## src/rtl/mtb_pkg.sv

```systemverilog
package mtb_pkg;
  typedef enum logic [1:0] {
    ADDR_MOD  = 2'd0,
    ADDR_CNT  = 2'd1,
    ADDR_FLAG = 2'd2,
    ADDR_RSVD = 2'd3
  } mtb_addr_e;
endpackage

```

## src/rtl/mtb_tick_gen.sv

```systemverilog
module mtb_tick_gen #(
  parameter int PSC_W  = 8,
  parameter int SYNC_N = 2
) (
  input  logic             clk_i,
  input  logic             rst_ni,
  input  logic             en_i,
  input  logic             ext_sel_i,
  input  logic             edge_both_i,
  input  logic             edge_pol_i,
  input  logic             pin_i,
  input  logic [PSC_W-1:0] psc_div_i,
  output logic             tick_o
);
  localparam int SR_W = SYNC_N + 1;

  logic [SR_W-1:0]  pin_sr_q;
  logic [PSC_W-1:0] psc_q;
  logic             rise, fall, ext_edge, int_tick;

  always_ff @(posedge clk_i or negedge rst_ni) begin
    if (!rst_ni) pin_sr_q <= '0;
    else         pin_sr_q <= {pin_sr_q[SR_W-2:0], pin_i};
  end

  // newest synchronized sample vs previous one
  assign rise = pin_sr_q[SR_W-2] & ~pin_sr_q[SR_W-1];
  assign fall = ~pin_sr_q[SR_W-2] & pin_sr_q[SR_W-1];

  always_comb begin
    if (edge_both_i)     ext_edge = rise | fall;
    else if (edge_pol_i) ext_edge = rise;
    else                 ext_edge = fall;
  end

  assign int_tick = (psc_q == psc_div_i);

  always_ff @(posedge clk_i or negedge rst_ni) begin
    if (!rst_ni)                   psc_q <= '0;
    else if (!en_i || ext_sel_i)   psc_q <= '0;
    else if (int_tick)             psc_q <= '0;
    else                           psc_q <= psc_q + 1'b1;
  end

  assign tick_o = en_i & (ext_sel_i ? ext_edge : int_tick);
endmodule

```

## src/rtl/mtb_core.sv

```systemverilog
module mtb_core #(
  parameter int CNT_W = 24
) (
  input  logic             clk_i,
  input  logic             rst_ni,
  input  logic             en_i,
  input  logic             tick_i,
  input  logic             stg_wr_i,
  input  logic             cnt_wr_i,
  input  logic [CNT_W-1:0] wr_data_i,
  output logic [CNT_W-1:0] cnt_o,
  output logic [CNT_W-1:0] act_mod_o,
  output logic             match_o,
  output logic             boundary_o
);
  localparam logic [CNT_W-1:0] CNT_MAX = {CNT_W{1'b1}};
  localparam logic [CNT_W-1:0] CNT_ONE = CNT_W'(1);

  logic [CNT_W-1:0] cnt_q, act_q, stg_q;
  logic             match_q, bnd_q;
  logic             hit_mod, hit_max;

  assign hit_mod = (cnt_q == act_q);
  assign hit_max = (cnt_q == CNT_MAX);

  always_ff @(posedge clk_i or negedge rst_ni) begin
    if (!rst_ni) begin
      cnt_q   <= CNT_ONE;
      act_q   <= CNT_MAX;
      stg_q   <= CNT_MAX;
      match_q <= 1'b0;
      bnd_q   <= 1'b0;
    end else begin
      match_q <= 1'b0;
      bnd_q   <= 1'b0;
      if (stg_wr_i) stg_q <= wr_data_i;
      if (tick_i) begin
        if (hit_mod || hit_max) begin
          cnt_q   <= CNT_ONE;
          act_q   <= stg_q;  // swap uses pre-write staging value
          bnd_q   <= 1'b1;
          match_q <= hit_mod;
        end else begin
          cnt_q <= cnt_q + 1'b1;
        end
      end else if (cnt_wr_i && !en_i) begin
        cnt_q <= wr_data_i;
      end
    end
  end

  assign cnt_o      = cnt_q;
  assign act_mod_o  = act_q;
  assign match_o    = match_q;
  assign boundary_o = bnd_q;
endmodule

```

## src/rtl/mod_timebase.sv

```systemverilog
module mod_timebase #(
  parameter int CNT_W = 24,
  parameter int PSC_W = 8
) (
  input  logic             clk_i,
  input  logic             rst_ni,
  input  logic             en_i,
  input  logic             ext_sel_i,
  input  logic             edge_both_i,
  input  logic             edge_pol_i,
  input  logic             pin_i,
  input  logic [PSC_W-1:0] psc_div_i,
  input  logic             wr_en_i,
  input  logic [1:0]       wr_addr_i,
  input  logic [CNT_W-1:0] wr_data_i,
  input  logic [1:0]       rd_addr_i,
  output logic [CNT_W-1:0] rd_data_o,
  output logic [CNT_W-1:0] count_o,
  output logic             match_o,
  output logic             boundary_o,
  output logic             flag_o
);
  import mtb_pkg::*;

  logic             tick_w;
  logic [CNT_W-1:0] act_mod_w;
  logic             flag_q, flag_clr;

  mtb_tick_gen #(.PSC_W(PSC_W), .SYNC_N(2)) i_tick (
    .clk_i       (clk_i),
    .rst_ni      (rst_ni),
    .en_i        (en_i),
    .ext_sel_i   (ext_sel_i),
    .edge_both_i (edge_both_i),
    .edge_pol_i  (edge_pol_i),
    .pin_i       (pin_i),
    .psc_div_i   (psc_div_i),
    .tick_o      (tick_w)
  );

  mtb_core #(.CNT_W(CNT_W)) i_core (
    .clk_i      (clk_i),
    .rst_ni     (rst_ni),
    .en_i       (en_i),
    .tick_i     (tick_w),
    .stg_wr_i   (wr_en_i && (wr_addr_i == ADDR_MOD)),
    .cnt_wr_i   (wr_en_i && (wr_addr_i == ADDR_CNT)),
    .wr_data_i  (wr_data_i),
    .cnt_o      (count_o),
    .act_mod_o  (act_mod_w),
    .match_o    (match_o),
    .boundary_o (boundary_o)
  );

  assign flag_clr = wr_en_i && (wr_addr_i == ADDR_FLAG) && wr_data_i[0];

  always_ff @(posedge clk_i or negedge rst_ni) begin
    if (!rst_ni)       flag_q <= 1'b0;
    else if (match_o)  flag_q <= 1'b1;  // set wins
    else if (flag_clr) flag_q <= 1'b0;
  end

  // match_o rises together with the count reaching 1; flag follows one cycle later
  assign flag_o = flag_q;

  always_comb begin
    unique case (rd_addr_i)
      ADDR_MOD:  rd_data_o = act_mod_w;
      ADDR_CNT:  rd_data_o = count_o;
      ADDR_FLAG: rd_data_o = {{(CNT_W-1){1'b0}}, flag_q};
      default:   rd_data_o = '0;
    endcase
  end
endmodule

```

## config.mk

```make
export PLATFORM = sky130hd
export DESIGN_NAME = mod_timebase
export DESIGN_NICKNAME = d
export VERILOG_FILES = /design/src/rtl/mtb_pkg.sv /design/src/rtl/mtb_tick_gen.sv /design/src/rtl/mtb_core.sv /design/src/rtl/mod_timebase.sv
export SDC_FILE = /design/constraint.sdc
export NUM_CORES = 1
export LEC_CHECK = 0
export BUFFER_PORTS_ARGS = -buffer_cell sky130_fd_sc_hd__buf_2
export CELL_PAD_IN_SITES_DETAIL_PLACEMENT = 1
export CELL_PAD_IN_SITES_GLOBAL_PLACEMENT = 1
export CORE_ASPECT_RATIO = 1.5
export CORE_UTILIZATION = 39
export DETAILED_ROUTE_END_ITERATION = 8
export GPL_TIMING_DRIVEN = 0
export HOLD_SLACK_MARGIN = 0.12
export MAX_ROUTING_LAYER = met4
export PLACE_DENSITY_LB_ADDON = 0.1
export REMOVE_ABC_BUFFERS = 1
export SLEW_MARGIN = 25
export SYNTH_ARGS = -nofsm -noshare
export SYNTH_HDL_FRONTEND = slang
export SYNTH_SLANG_ARGS = --single-unit
```

## constraint.sdc

```tcl
create_clock -name clk_i -period 2.4 [get_ports clk_i]
set_clock_uncertainty 0.1 [all_clocks]
set_input_delay 0.48 -clock clk_i [delete_from_list [all_inputs] [get_ports clk_i]]
set_output_delay 0.48 -clock clk_i [all_outputs]
set_load 0.01 [all_outputs]
```

==> out/qor.yml <==
detailed_routing:
  drtIter0Drc: 192
  finalWirelength_um: 15400
  drcViolationCount: 0
  avgViaCountPerCell: 5.61
  wire_per_inst_um: 21.2
  firstDrtPassIters: 4
  postRouteAntennaNets: 0
  vias: 4056
final_layout:
  diodes: 0
  final_util: 0.530
  nets: 613
  fillCellCount: 1313
  drive_above_1_share: 0.547
  syn2layout_area_growth_pct: 31.4
logic_synthesis:
  synthCells: 444
  synth.top_cells.by_area: "dfstp_2 26%, dfrtp_1 19%, mux2_2 8.1%, xor2_1 5.9%, mux2i_1 5.5%"
  synth_top_cell_by_area: "dfstp_2"
  synth_edf_count: 0
  async_flop_share: 1.00
  netlist_area_um2: 4870
  yosysSeqAreaShare: 0.454
  syn_area_per_cell_um2: 11.0
  ys_ff_latch: 86
  yosys.area.top_type_share: 0.264
  synth_ff_type: "dfstp_2"
  synthDistinctLibCells: 59
  ys_warn_count: 0
sta:
  drv_slew: 0
  fin_crit_sh: 1.04
  max_slew_margin: 0.425
  finalHoldViolations: 0
  timing.final.ws_setup_ns: -0.104
  finalSetupViolations: 27
  setup_tns_ns: -1.23
  whs_ns: 0.139
  finalCriticalPeriod_ns: 2.50
  grt_setup_unrepaired: "true"
  max_freq_mhz: 399
  tightest_slew_ns: 0.863
power:
  leakage_nw: 2.91
  vdd_ir_drop_max_uv: 447
  p_per_area_nw_per_um2: 732
  power_mw: 4.69
clock_tree:
  clk_latency_ns: 0.35
  clockRootBuffer: "clkbuf_16"
  cts_buffer_depth: 2
  clk_pin_slew_ns: 0.06
  cts_buffers: 9
  cts_tree: "yes"
  cts.sinks: 86
  h-tree-depth: 3
global_route:
  grt_pass1_vias: 4423
  grt_start_max_net_pins: 58
  antenna_found_initial: 0
  grt_use_total: 0.251
  grt_first_pass_wirelength_um: 23900
  grt_overflow: 0
worst_setup_path:
  worst_setup_path_start_kind: "flop"
  cp.required_ns: 2.57
  cp.arrival_ns: 2.68
  cp-end-kind: "flop"
  critPathKind: "flop to flop"
  crit_fanout: 6
die:
  core_area_um2: 12100
  io_pins: 95
  dieWidth_um: 93.3
  die_h_um: 139
  start_util: 0.404
  die_area_um2: 13000
  rows: 49
outcome:
  status: "finished, violations left"
  violations: "negative setup slack"
flow_run:
  drv_cap: 0
placement:
  port_buffers: 94
  place_hpwl_um: 9540
  routabilityCongestion: 0.752
min_path:
  hp-class: "primary input to flop"
[synthesized netlist by cell type, types with 3 or more instances]
| cell | count |
|---|---|
| dfstp_2 | 49 |
| nor2_1 | 38 |
| or3_2 | 9 |
| buf_2 | 5 |
| mux2i_1 | 27 |
| o311ai_0 | 3 |
| nand3_1 | 28 |
| o21ai_0 | 7 |
| a22oi_1 | 14 |
| nand2_1 | 18 |
| inv_1 | 9 |
| ha_1 | 4 |
| xnor2_1 | 5 |
| mux2_2 | 35 |
| xor2_1 | 33 |
| clkbuf_1 | 14 |
| buf_6 | 8 |
| nor4_1 | 5 |
| nor3_1 | 7 |
| nand4_1 | 16 |
| dfrtp_1 | 37 |
| and3_1 | 3 |
| a21oi_1 | 5 |
| mux2_1 | 16 |
| nand3b_1 | 3 |
[layer usage]
metal	vias up	wire, um	global-route usage
met3	25	443	0.0285
met2	99	8490	0.459
li1	1852	-	-
met5	-	0	-
met4	0	353	0.0745
met1	2080	6070	0.281
[cell families after synthesis]
family / after synthesis / share of synthesized area
simple gates: 149 / 0.167
fa+ha+maj: 4 / 0.0103
buf+inv: 40 / 0.0465
xor+xnor: 39 / 0.0716
flops: 86 / 0.454
mux: 78 / 0.173
compound gates: 48 / 0.0773
[worst paths after layout]
kind | from | endpoint | slack [ns] | cells after the start
worst max-delay path | i_core.cnt_o[0] | i_core.act_mod_o[18] | -0.10 | 7
worst min-delay path | pin_i | i_tick.pin_sr_q[0] | 0.14 | 1
worst max register to register | i_core.cnt_o[0] | i_core.act_mod_o[18] | -0.10 | 7
worst min register to register | i_tick.pin_sr_q[0] | i_tick.pin_sr_q[1] | 0.26 | 0
max in group asynchronous | rst_ni | i_core.stg_q[1] | 1.06 | 3
min in group asynchronous | rst_ni | i_tick.pin_sr_q[2] | 0.48 | 2
[sequential cells by signal, indices dropped and copies added, names as in the netlist]
| name | cells |
|---|---|
| i_core.cnt_o | 24 |
| i_tick.pin_sr_q | 3 |
| i_core.boundary_o | 1 |
| i_core.act_mod_o | 24 |
| i_core.match_o | 1 |
| flag_o | 1 |
| i_core.stg_q | 24 |
| i_tick.psc_q | 8 |
[critical path, cell delays in order, from the launching register on]
cell,delay [ns]
dfstp_2,0.60
ha_4,0.15
nand4_1,0.22
nor4_4,0.44
nand2_4,0.14
a21oi_4,0.25
clkbuf_16,0.22
mux2_4,0.30
[layout by cell type (no fill, tap or decap), types with 10 or more instances in the layout]
master,count
nand3_1,27
clkbuf_16,10
buf_2,93
nand2_1,14
xor2_1,31
dfstp_2,49
mux2i_1,27
nand4_1,16
mux2_2,27
mux2_4,24
dfrtp_2,14
nor2_1,37
dfrtp_1,23
buf_4,31
a22oi_1,14
[cell type report]
class                   instances  area [um^2]  share of cell area
clock buffers                  15          268              0.0418
inverters                       9         33.8             0.00528
multi-input cells             321         2750               0.429
clock inverters                 1         5.00            0.000782
flip-flops and latches         86         2230               0.348
well taps                     153          191              0.0299
repair buffers                138          928               0.145
[report_power, final]
part	internal (mW)	switching (mW)
Clock	0.759	0.563
Combinational	0.627	0.663
Sequential	1.73	0.346
Total	3.12	1.57
[what timing repair did]
action,CTS,global route
gates resized for setup,30,49
endpoints found under the setup margin,50,46
pin swaps,15,8
setup buffers,29,8
hold endpoints to repair,9,0
hold buffers,1,0
cloned,2,2
[stage by stage]
step	setup slack [ns]	instances	area (um^2)
after floorplan	-1.79	413	4680
after global placement	-5.14	660	5340
after detailed placement	-1.41	666	5460
after CTS	-0.0143	714	6140
after global routing	-0.149	723	6400
final	-0.104	723	6400
Power figures use the tool's default switching activity.
